===== src/rtl/reload_timer_pkg.sv =====
package reload_timer_pkg;
   localparam int OFF_LOAD = 'h00;
   localparam int OFF_CNT  = 'h04;
   localparam int OFF_CTRL = 'h08;
   localparam int OFF_STAT = 'h0C;
   localparam int CB_EN    = 0;
   localparam int CB_AR    = 1;
   localparam int CB_PRESC = 8;
endpackage


===== src/rtl/rt_regs.sv =====
module rt_regs
   import reload_timer_pkg::*;
#(
   parameter int DW  = 32,
   parameter int PW  = 8,
   parameter int AW  = 5,
   localparam int BW  = DW / 8,
   localparam int PWX = (PW > 0) ? PW : 1
) (
   input  logic          clk,
   input  logic          rst_n,
   input  logic          sel,
   input  logic          wr,
   input  logic [AW-1:0] addr,
   input  logic [BW-1:0] be,
   input  logic [DW-1:0] wdata,
   input  logic [DW-1:0] cnt,
   input  logic          exp_q,
   output logic [DW-1:0] rdata,
   output logic [DW-1:0] load_q,
   output logic          en_q,
   output logic          ar_q,
   output logic [PWX-1:0] presc_q,
   output logic          status_q,
   output logic          wr_load,
   output logic          wr_cnt,
   output logic          fetch,
   output logic          any_wr,
   output logic          stat_clr
);
   logic acc, wr_ctrl, wr_stat, en_rise;

   assign acc      = sel && (be == {BW{1'b1}});
   assign any_wr   = acc && wr;
   assign wr_load  = any_wr && (addr == AW'(OFF_LOAD));
   assign wr_cnt   = any_wr && (addr == AW'(OFF_CNT));
   assign wr_ctrl  = any_wr && (addr == AW'(OFF_CTRL));
   assign wr_stat  = any_wr && (addr == AW'(OFF_STAT));
   assign en_rise  = wr_ctrl && wdata[CB_EN] && !en_q;
   assign fetch    = en_rise && wdata[CB_AR];
   assign stat_clr = wr_stat && wdata[0];

   always_ff @(posedge clk or negedge rst_n) begin
      if (!rst_n) begin
         load_q   <= '0;
         en_q     <= 1'b0;
         ar_q     <= 1'b0;
         status_q <= 1'b0;
      end else begin
         if (wr_load) load_q <= wdata;
         if (wr_ctrl) begin
            en_q <= wdata[CB_EN];
            ar_q <= wdata[CB_AR];
         end
         if (exp_q)         status_q <= 1'b1;
         else if (stat_clr) status_q <= 1'b0;
      end
   end

   logic [DW-1:0] ctrl_rd;
   generate
      if (PW > 0) begin : g_presc_reg
         always_ff @(posedge clk or negedge rst_n) begin
            if (!rst_n)       presc_q <= '0;
            else if (wr_ctrl) presc_q <= wdata[CB_PRESC +: PW];
         end
         always_comb begin
            ctrl_rd = '0;
            ctrl_rd[CB_EN] = en_q;
            ctrl_rd[CB_AR] = ar_q;
            ctrl_rd[CB_PRESC +: PW] = presc_q;
         end
      end else begin : g_no_presc
         assign presc_q = '0;
         always_comb begin
            ctrl_rd = '0;
            ctrl_rd[CB_EN] = en_q;
            ctrl_rd[CB_AR] = ar_q;
         end
      end
   endgenerate

   always_comb begin
      rdata = '0;
      if (acc && !wr) begin
         case (addr)
            AW'(OFF_LOAD): rdata = load_q;
            AW'(OFF_CNT):  rdata = (en_q && cnt != '0) ? cnt : '0;
            AW'(OFF_CTRL): rdata = ctrl_rd;
            AW'(OFF_STAT): rdata = {{(DW-1){1'b0}}, status_q};
            default:       rdata = '0;
         endcase
      end
   end
endmodule


===== src/rtl/rt_prescale.sv =====
module rt_prescale #(
   parameter int PW  = 8,
   localparam int PWX = (PW > 0) ? PW : 1
) (
   input  logic           clk,
   input  logic           rst_n,
   input  logic           run,
   input  logic           restart,
   input  logic [PWX-1:0] presc,
   output logic           tick
);
   generate
      if (PW > 0) begin : g_div
         logic [PW-1:0] pcnt_q;
         assign tick = run && (pcnt_q >= presc);
         always_ff @(posedge clk or negedge rst_n) begin
            if (!rst_n)                         pcnt_q <= '0;
            else if (restart || !run || tick)   pcnt_q <= '0;
            else                                pcnt_q <= pcnt_q + 1'b1;
         end
      end else begin : g_bypass
         assign tick = run;
      end
   endgenerate
endmodule


===== src/rtl/rt_core.sv =====
module rt_core #(
   parameter int DW = 32
) (
   input  logic          clk,
   input  logic          rst_n,
   input  logic          wr_any_cnt,
   input  logic [DW-1:0] wdata,
   input  logic          fetch,
   input  logic          ar,
   input  logic [DW-1:0] load,
   input  logic          tick,
   output logic [DW-1:0] cnt_q,
   output logic          exp_q
);
   localparam logic [DW-1:0] ONE = DW'(1);
   logic expire_now;

   assign expire_now = tick && (cnt_q == ONE) && !wr_any_cnt;

   always_ff @(posedge clk or negedge rst_n) begin
      if (!rst_n) begin
         cnt_q <= '0;
         exp_q <= 1'b0;
      end else begin
         exp_q <= expire_now;
         if (wr_any_cnt)                    cnt_q <= wdata;
         else if (fetch && cnt_q == '0)     cnt_q <= load;
         else if (expire_now)               cnt_q <= ar ? load : '0;
         else if (tick)                     cnt_q <= cnt_q - ONE;
      end
   end
endmodule


===== src/rtl/reload_timer.sv =====
module reload_timer #(
   parameter int DW = 32,
   parameter int PW = 8,
   parameter int AW = 5
) (
   input  logic            clk,
   input  logic            rst_n,
   input  logic            bus_sel,
   input  logic            bus_wr,
   input  logic [AW-1:0]   bus_addr,
   input  logic [DW/8-1:0] bus_be,
   input  logic [DW-1:0]   bus_wdata,
   output logic [DW-1:0]   bus_rdata,
   output logic            irq
);
   localparam int PWX = (PW > 0) ? PW : 1;

   generate
      if (DW < 16 || DW % 8 != 0) begin : g_bad_dw
         $error("reload_timer: DW must be a multiple of 8 and at least 16");
      end
      if (PW < 0 || PW > 8) begin : g_bad_pw
         $error("reload_timer: PW must lie in 0..8");
      end
      if (AW < 4) begin : g_bad_aw
         $error("reload_timer: AW must cover offset 0x0C");
      end
   endgenerate

   logic [DW-1:0]  load_q, cnt_q;
   logic [PWX-1:0] presc_q;
   logic en_q, ar_q, status_q, exp_q, tick;
   logic wr_load, wr_cnt, fetch, any_wr, stat_clr, restart, run;

   rt_regs #(.DW(DW), .PW(PW), .AW(AW)) u_regs (
      .clk(clk), .rst_n(rst_n), .sel(bus_sel), .wr(bus_wr), .addr(bus_addr),
      .be(bus_be), .wdata(bus_wdata), .cnt(cnt_q), .exp_q(exp_q),
      .rdata(bus_rdata), .load_q(load_q), .en_q(en_q), .ar_q(ar_q),
      .presc_q(presc_q), .status_q(status_q), .wr_load(wr_load),
      .wr_cnt(wr_cnt), .fetch(fetch), .any_wr(any_wr), .stat_clr(stat_clr)
   );

   assign run     = en_q && (cnt_q != '0);
   assign restart = wr_load || wr_cnt || fetch;

   rt_prescale #(.PW(PW)) u_presc (
      .clk(clk), .rst_n(rst_n), .run(run), .restart(restart),
      .presc(presc_q), .tick(tick)
   );

   rt_core #(.DW(DW)) u_core (
      .clk(clk), .rst_n(rst_n), .wr_any_cnt(wr_load || wr_cnt),
      .wdata(bus_wdata), .fetch(fetch), .ar(ar_q), .load(load_q),
      .tick(tick), .cnt_q(cnt_q), .exp_q(exp_q)
   );

   assign irq = status_q;
endmodule


===== config.mk =====
export PLATFORM = sky130hd
export DESIGN_NAME = reload_timer
export DESIGN_NICKNAME = d
export VERILOG_FILES = /design/src/rtl/reload_timer_pkg.sv /design/src/rtl/rt_regs.sv /design/src/rtl/rt_prescale.sv /design/src/rtl/rt_core.sv /design/src/rtl/reload_timer.sv
export SDC_FILE = /design/constraint.sdc
export NUM_CORES = 1
export LEC_CHECK = 0
export ABC_CLOCK_PERIOD_IN_PS = 2560
export BUFFER_PORTS_ARGS = -buffer_cell sky130_fd_sc_hd__buf_4
export CELL_PAD_IN_SITES_DETAIL_PLACEMENT = 0
export CELL_PAD_IN_SITES_GLOBAL_PLACEMENT = 1
export CORE_AREA = 2 2 119 121
export CTS_CLUSTER_DIAMETER = 80
export CTS_CLUSTER_SIZE = 14
export DETAILED_ROUTE_END_ITERATION = 8
export DIE_AREA = 0 0 121 123
export PLACE_DENSITY_LB_ADDON = 0.2
export SYNTH_ARGS = -nofsm -noshare
export SYNTH_HDL_FRONTEND = slang
export SYNTH_HIERARCHICAL = 1
export SYNTH_SLANG_ARGS = --single-unit
export TNS_END_PERCENT = 100

===== constraint.sdc =====
create_clock -name clk -period 2.56 [get_ports clk]
set_input_delay 0.128 -clock clk [delete_from_list [all_inputs] [get_ports clk]]
set_output_delay 0.128 -clock clk [all_outputs]
set_load 0.02 [all_outputs]

* Word-level counts from Yosys, hierarchy flattened
Index checks and enable logic that the tools add are counted.
** Word-level totals
- Register bits :: 84
- Input port bits :: 45
- Output and inout port bits :: 33
- Logic and storage cells :: 56
** Cells by class
- Add/sub/neg operators :: 2
- Order comparisons :: 1
- Equality and inequality tests :: 5
- Multiplexer cells :: 11
- Reduce and logical (&&, ||, !) cells :: 29
** Operator list (number)
- $mux W32 :: 7
- $pmux W32 S4 :: 1
- $eq A32 B1 Y1 const B :: 1
- $logic_not A32 Y1 :: 1
- $reduce_bool A32 Y1 :: 1
- $sub A32 B1 Y32 const B :: 1
- $logic_and A1 B1 Y1 :: 16
- $eq A5 B4 Y1 const B :: 2
- $add A8 B1 Y8 const B :: 1
- $ge A8 B8 Y1 :: 1
- $mux W8 :: 1
- $eq A5 B3 Y1 const B :: 1
- $logic_not A5 Y1 :: 1
- $eq A4 B4 Y1 const B :: 1
- $logic_not A1 Y1 :: 4
- $logic_or A1 B1 Y1 :: 4
- $reduce_bool A4 Y1 :: 1
- $mux W1 :: 2
- $reduce_bool A2 Y1 :: 1

* Logic depth before layout (Yosys ltp)
Gate-level depths: netlist of run 1.
- Depth in word-level cells :: 11
- Mapped depth :: 12
- Mapped depth without buffers :: 12

* By module
The synthesis of run 1 kept the hierarchy.
** Modules (own cells, without submodules)
- rt_core :: times used 1, cells an instance 283, area each 2506.2 µm², sequential area each 825.8 µm²
- rt_regs :: times used 1, cells an instance 196, area each 2264.7 µm², sequential area each 1076.0 µm²
- rt_prescale :: times used 1, cells an instance 60, area each 569.3 µm², sequential area each 200.2 µm²
- reload_timer :: times used 1, cells an instance 13, area each 88.8 µm², sequential area each 0.0 µm²

* Worst setup path before layout of run 1
OpenSTA, ideal clock, no wires.
- Path type :: register to register
- Start point :: register u_core.cnt_q[0]
- End point :: register u_core.cnt_q[10]
- Arrival time :: 2418 ps
- Slack :: 15 ps
- Stages on the path, launching flop included :: 11
- Path buffers :: 2
- Clock period less this slack :: 2545 ps
- Cells stage by stage :: dfrtp_1 > inv_1 > ha_1 > or3b_1 > clkbuf_1 > or3_1 > clkbuf_1 > or3_1 > xnor2_1 > a221oi_1 > nor2_1
** On the way
- Word-level cells in the longest chain between the ends :: 8
** Ends and longest elaborated chain
- start, declared :: RTL line rt_core.sv:12 : output logic [DW-1:0] cnt_q,
- start signal, assigned :: RTL line rt_core.sv:26 : if (wr_any_cnt) cnt_q <= wdata;
- start signal, assigned :: RTL line rt_core.sv:27 : else if (fetch && cnt_q == '0) cnt_q <= load;
- start signal, assigned :: RTL line rt_core.sv:28 : else if (expire_now) cnt_q <= ar ? load : '0;
- parallel branches: the longest is 8 deep, another holds $sub A32 B1 Y32
Several ways; the timed one is not identified. The select of a mux whose other input is x is not followed.
A chain may end at the register's enable or synchronous reset.

* Worst setup path in the final report of run 1
- Start point :: register u_presc.g_div.pcnt_q[2]
- End point :: register u_core.cnt_q[27]
** On the way
- Word-level cells in the longest chain between the ends :: 7
** Ends and longest elaborated chain
- start, declared :: RTL line rt_prescale.sv:14 : logic [PW-1:0] pcnt_q;
- start signal, assigned :: RTL line rt_prescale.sv:19 : else pcnt_q <= pcnt_q + 1'b1;
- $ge A8 B8 Y1 * :: RTL line rt_prescale.sv:15 : assign tick = run && (pcnt_q >= presc);
- $logic_and A1 B1 Y1 * :: RTL line rt_prescale.sv:15
- net tick :: RTL line reload_timer.sv:32 : logic en_q, ar_q, status_q, exp_q, tick;
- $logic_and A1 B1 Y1 (2 in a row) :: RTL line rt_core.sv:18 : assign expire_now = tick && (cnt_q == ONE) && !wr_any_cnt;
- $mux W32 :: RTL line rt_core.sv:28
- $mux W32 :: RTL line rt_core.sv:27
- $mux W32 :: RTL line rt_core.sv:26
The timed path passes the listed nets; every way through them passes the cells marked *.

==> impl_results.md, run 1 <==
* Primary FF master, synth: dfrtp_1
* Ys async rst share at 1.00
* Worst vdd ir at 0.311 mV
* Slew headroom at 0.615
* Critical path peak fanout at 4
* Drt drc at 0
* Mapped Nets at 608
* Min-delay src: bus_wdata[27]
* Synth-to-layout area growth at 41.3%
* Top cells by area, synth: dfrtp_1 (39%), mux2_2 (11%), a22oi_1 (6.8%)
* Achievable Freq at 386 MHz
* Final Hold Slack at 0.0231 ns
* Top-count cell post-synth: dfrtp_1
* Routed WL at 18.2 mm
* GRT Overall Usage at 0.250
* Row count at 43
* Drt first pass iters at 4
* Max-Cap Viols at 0
* Core ar. at 0.0136 mm²
* R2R Setup Slk at -0.03 ns
* Overall Power at 4.64 mW
* Seq/Total Area, Yosys at 0.387
* Initial Util at 0.399
* Kind of critical path: register to register
* Post-Syn Area per Cell at 9.84 µm²
* FF/Latch Area at 0.00210 mm²
* Ports at 78
* Worst-case clock skew at 0.00570 ns
* Fin worst setup slack at -0.0324 ns
* Port Buffers at 77
* Hold Path Depth at 2
* First-pass GRT wire length at 28.8 mm
* Final net count at 789
* Clock H-tree levels at 3
* Top-area cell type share of the netlist area at 0.387
* 1st-iter DRT viols at 384
* EDFF count, synth at 0
* Die Area at 0.0149 mm²
* Share of layout cells above drive strength 1 at 0.467
* Failing checks: negative setup slack
* Synth Instances at 552
* R2R depth at 11
* Clock transition at path regs at 0.06 ns
* Final setup TNS at -0.0671 ns
* Final hold vios at 0
* RSZ-0062 raised after global routing: true
* CP Capture Type: register
* CP required at 2.79 ns
* Chip Width at 121 µm
* Status: finished with violations
* Final count of pins violating max slew at 0
* Synthesis Warnings at 6
* Power density cells at 605 mW/mm²
* Top cells by count, synth: dfrtp_1 (84), nor2_1 (62), mux2_2 (51)
* Library cells used by synthesis at 65
* Detailed placement HPWL at 12.9 mm
* Vias per cell at 5.75
* Synth area leader: dfrtp_1
* Worst-skew pair later-pin latency at 0.35 ns
* Largest net degree at the start of global routing at 42
* Period utilization at 1.01
* Fill count at 1238
* TritonCTS clock tree: yes
* Vias in the first global route at 5295
* Least-Margin Pin Slew at 0.578 ns
* Cell area after synthesis at 0.00543 mm²
* Clock buffer depth at 2
* Antenna Nets Post-Route at 0
* Worst r2r src: u_presc/g_div.pcnt_q[2]
* Hold Crit Class: primary input to register
* Synthesized flop and latch total at 84
* Via count at 5281
* Die H at 123 µm
* TritonCTS Sinks at 84
* Root buf cell: clkbuf_16
* Fin crit period at 2.59 ns
* Setup Viol. Count Final at 3
* Grt ovf at 0
* Nature of the critical path startpoint: register
* Routed wire per std cell at 19.8 µm
* Crit path DAT at 2.83 ns
* Hold endpoint: u_regs/load_q[27]
* Initial antenna violation count at 0
* Final GP Congestion at 0.906
* Reg2reg end: u_core/cnt_q[27]
* Multi-input gate area at 0.00334 mm²
* CTS Buf Count at 9
* Ant diodes at 0
* Leakage at 3.40 nW
## power breakdown
part / switching, mW / internal (mW)
combinational: 0.915 / 0.770
clock: 0.534 / 0.806
sequential: 0.148 / 1.47
total: 1.60 / 3.04
## routing by layer
metal	wire length (µm)	GRT usage	vias to the layer above
met3	928	0.0304	27
met2	8690	0.416	167
met5	0	0	-
li1	-	-	2460
met4	364	0.0778	0
met1	8170	0.340	2627
## final cells by class
| type | instances | share of cell area |
|---|---|---|
| clock buffer | 12 | 0.0334 |
| clock inverter | 4 | 0.00620 |
| tap | 180 | 0.0294 |
| multi-input combinational | 416 | 0.436 |
| sequential | 84 | 0.274 |
| inverter | 18 | 0.00881 |
| timing repair buffer | 204 | 0.212 |
## cells by family (layout without fill, tap and decap cells)
group | Yosys count | in the layout | share of synthesized area
AOI/OAI and AO/OA | 156 | 156 | 0.214
xor gates and xnor gates | 24 | 24 | 0.0387
adders and majority gates | 11 | 11 | 0.0254
buffers and inverters | 52 | 238 | 0.0496
DFF | 84 | 84 | 0.387
muxes | 52 | 52 | 0.108
and+or+nand+nor | 173 | 173 | 0.178
## what timing repair did
item,in CTS,in global routing
buffers inserted,8,10
hold buffers,1,0
gates cloned,0,1
resized for setup,20,52
setup endpoints to repair,32,32
pin swaps,15,29
endpoints found under the hold margin,39,0
## worst max path at each step
stage / to / from / slack (ns)
after CTS: u_core/cnt_q[27] / u_presc/g_div.pcnt_q[2] / -0.02
after detailed placement: u_core/cnt_q[31] / u_core/cnt_q[1] / -0.21
final: u_core/cnt_q[27] / u_presc/g_div.pcnt_q[2] / -0.03
after global routing: u_core/cnt_q[27] / u_presc/g_div.pcnt_q[2] / -0.17
after global placement: u_core/cnt_q[31] / u_core/cnt_q[1] / -0.20
after floorplan: u_core/cnt_q[10] / u_core/cnt_q[0] / 0.02
## registers in the layout (all words and copies together), names as in the netlist
register,cells
u_core/cnt_q,32
u_core/exp_q,1
u_presc/g_div.pcnt_q,8
u_regs/ar_q,1
u_regs/en_q,1
u_regs/load_q,32
u_regs/presc_q,8
u_regs/status_q,1
## metrics by stage
stage / setup WS [ns] / area, µm² / std cells / util
after detailed placement: -0.207 / 6890 / 883 / 0.506
after global routing: -0.167 / 7670 / 918 / 0.564
after CTS: -0.0231 / 7360 / 907 / 0.541
after global placement: -0.205 / 6890 / 883 / 0.506
final: -0.0324 / 7670 / 918 / 0.564
after floorplan: 0.0154 / 5430 / 552 / -
## layout by cell type, fill, tap and decap left out, drive strengths merged, types with 3 or more instances in the layout
cell type / instances
a22oi: 49
dfrtp: 84
and4: 3
o41ai: 3
nand4: 5
a211oi: 4
nand4b: 3
o22ai: 23
nor4: 21
nand2b: 7
or2: 4
xor2: 17
clkbuf: 12
a21oi: 31
buf: 203
o21ai: 10
nand3: 7
inv: 18
xnor2: 7
nand2: 18
mux2: 51
a221oi: 7
o31ai: 9
ha: 11
nor3: 20
or3: 7
nand3b: 4
nor2: 62
## critical path: stages, from the launching register on
cell,delay (ns)
dfrtp_1,0.41
ha_4,0.29
a211o_1,0.16
a31oi_4,0.05
nor3_2,0.15
o21a_1,0.21
nand3b_1,0.14
nand2_2,0.11
nor4b_4,0.32
nor3_4,0.09
a221o_1,0.34
a32o_1,0.22
(Power assumes the default switching activity.)
==> inputs of run 2 (changes only) <==
CORE_AREA = 2 2 90 158   (was 2 2 119 121)
DIE_AREA = 0 0 92 160   (was 0 0 121 123)
==> run 2 against run 1 <==
The run still ends with negative setup slack left. Sequential cell count is the same. Worst setup slack gained 0.0052 ns. Sequential share of layout area grew 0.33 points. Largest power group unchanged. Highest routed layer unchanged.
==> impl_results.md, run 2 (synthesis gave the netlist of run 1 again) <==
* Root buf cell: clkbuf_16
* Most common cell after layout, fill and taps aside: buf_4
* Most frequent cells in the layout: buf_4 (187), dfrtp_1 (84), nor2_1 (60)
* Hold endpoint: u_regs/load_q[31]
* 1st-iter DRT viols at 277
* Largest net degree at the start of global routing at 49
* Multi-input gate area at 0.00329 mm²
* Nature of the critical path startpoint: register
* Core Util, Final at 0.559
* Grt ovf at 0
* Slowest stage delay, CP at 0.47 ns
* Achievable Freq at 387 MHz
* Kind of critical path: register to register
* Fin crit period at 2.59 ns
* Ant diodes at 0
* Clock H-tree levels at 3
* Worst vdd ir at 0.411 mV
* Drt first pass iters at 5
* RSZ-0062 raised after global routing: true
* Initial antenna violation count at 0
* TritonCTS clock tree: yes
* CP max stage cell: a2111oi_4
* Worst-case clock skew at 0.00927 ns
* R2R Setup Slk at -0.03 ns
* Hold Crit Class: primary input to register
* Crit path DAT at 2.85 ns
* Synth-to-layout area growth at 39.5%
* Vias in the first global route at 5464
* Period utilization at 1.01
* R2R depth at 12
* GRT Overall Usage at 0.251
* Critical path peak fanout at 5
* CP required at 2.82 ns
* Hold Path Depth at 2
* Reg2reg end: u_core/cnt_q[7]
* Status: finished with violations
* Final GP Congestion at 0.888
* Port Buffers at 77
* Die H at 160 µm
* Biggest regs: u_core/cnt_q: 32 flops, u_regs/load_q: 32 flops
* Clock transition at path regs at 0.06 ns
* Final setup TNS at -0.0524 ns
* Failing checks: negative setup slack
* Worst-skew pair later-pin latency at 0.34 ns
* Max-Cap Viols at 0
* Via count at 5304
* CP cell instances: ha_4 > buf_4 > a31oi_4 > nor3_2 > o21a_1 > nand4_1 > a2111oi_4 > buf_6 > buf_4 > buf_6 > a22oi_2 > a21oi_2
* Leakage at 3.41 nW
* Min-delay src: bus_wdata[31]
* Non-Filler Instances at 910
* Fill count at 1270
* Share of layout cells above drive strength 1 at 0.453
* Fin worst setup slack at -0.0272 ns
* FF/Latch Area at 0.00210 mm²
* Core ar. at 0.0136 mm²
* Routed wire per std cell at 20.2 µm
* Vias per cell at 5.83
* Clock buffer depth at 2
* Placed instance count at 883
* Worst r2r src: u_presc/g_div.pcnt_q[2]
* Routed WL at 18.4 mm
* Die Area at 0.0147 mm²
* Ports at 78
* Drt drc at 0
* Antenna Nets Post-Route at 0
* Setup Viol. Count Final at 3
* Chip Width at 92 µm
* First-pass GRT wire length at 29.0 mm
* Initial Util at 0.401
* Detailed placement HPWL at 13.5 mm
* Final hold vios at 0
* Row count at 57
* CP Capture Type: register
* Final count of pins violating max slew at 0
* CTS Buf Count at 9
* Power density cells at 608 mW/mm²
* Final net count at 787
* Slew headroom at 0.655
* TritonCTS Sinks at 84
* Least-Margin Pin Slew at 0.518 ns
run 2: metal layers:
layer / vias to the layer above / routed length, µm / GRT usage / share of wire
li1: 2453 / - / - / -
met1: 2679 / 6870 / 0.283 / 0.37
met2: 139 / 10400 / 0.476 / 0.57
met3: 33 / 625 / 0.0297 / 0.034
met4: 0 / 493 / 0.0923 / 0.027
met5: - / 0 / 0 / 0
run 2: report_power, final:
group	internal (mW)	switching, mW
clock network	0.763	0.519
logic	0.785	0.919
registers	1.47	0.150
total	3.01	1.59
run 2: final cells by class:
cell class,instances,share of cell area
clock buffer,10,0.0316
clock inverter,3,0.00529
inverter,18,0.00892
multi-input combinational,416,0.434
sequential,84,0.278
tap,177,0.0292
timing repair buffer,202,0.213
run 2: through the flow:
| stage | hold slack [ns] | power [mW] | instance area, µm² | worst slack (ns) |
|---|---|---|---|---|
| 2_1_floorplan | -0.168 | 2.44 | 5430 | 0.0154 |
| 3_5_place_dp | 0.138 | 3.22 | 6930 | -0.198 |
| 5_1_grt | 0.0238 | 4.83 | 7570 | -0.171 |
| 3_3_place_gp | 0.140 | 3.20 | 6930 | -0.217 |
| 4_1_cts | 0.0186 | 4.52 | 7260 | -0.0371 |
| 6_report | 0.0234 | 4.60 | 7570 | -0.0272 |
run 2: repair_timing:
item / 4_1_cts / 5_1_grt
setup endpoints to repair: 32 / 31
resized for setup: 6 / 47
pin swaps: 5 / 32
setup buffers: 1 / 13
hold buffers: 1 / 0
endpoints found under the hold margin: 36 / 0
run 2: worst max path at each step:
stage               depth (start not counted)  slack (ns)                     from                to
detailed placement                         12       -0.20                  bus_sel  u_core/cnt_q[22]
global route                               12       -0.17        u_regs/presc_q[2]  u_core/cnt_q[18]
floorplan                                  10        0.02          u_core/cnt_q[0]  u_core/cnt_q[10]
CTS                                         8       -0.04         u_core/cnt_q[26]  u_core/cnt_q[29]
finish                                     12       -0.03  u_presc/g_div.pcnt_q[2]   u_core/cnt_q[7]
global placement                            8       -0.22          u_core/cnt_q[6]  u_core/cnt_q[29]
run 2: critical path, delay by kind of cell, from the launching register on:
family          cells  cell delay, ns
compound gates      5            0.99
fa+ha+maj           1            0.27
buf+inv             4            0.53
flops               1            0.40
simple gates        2            0.31
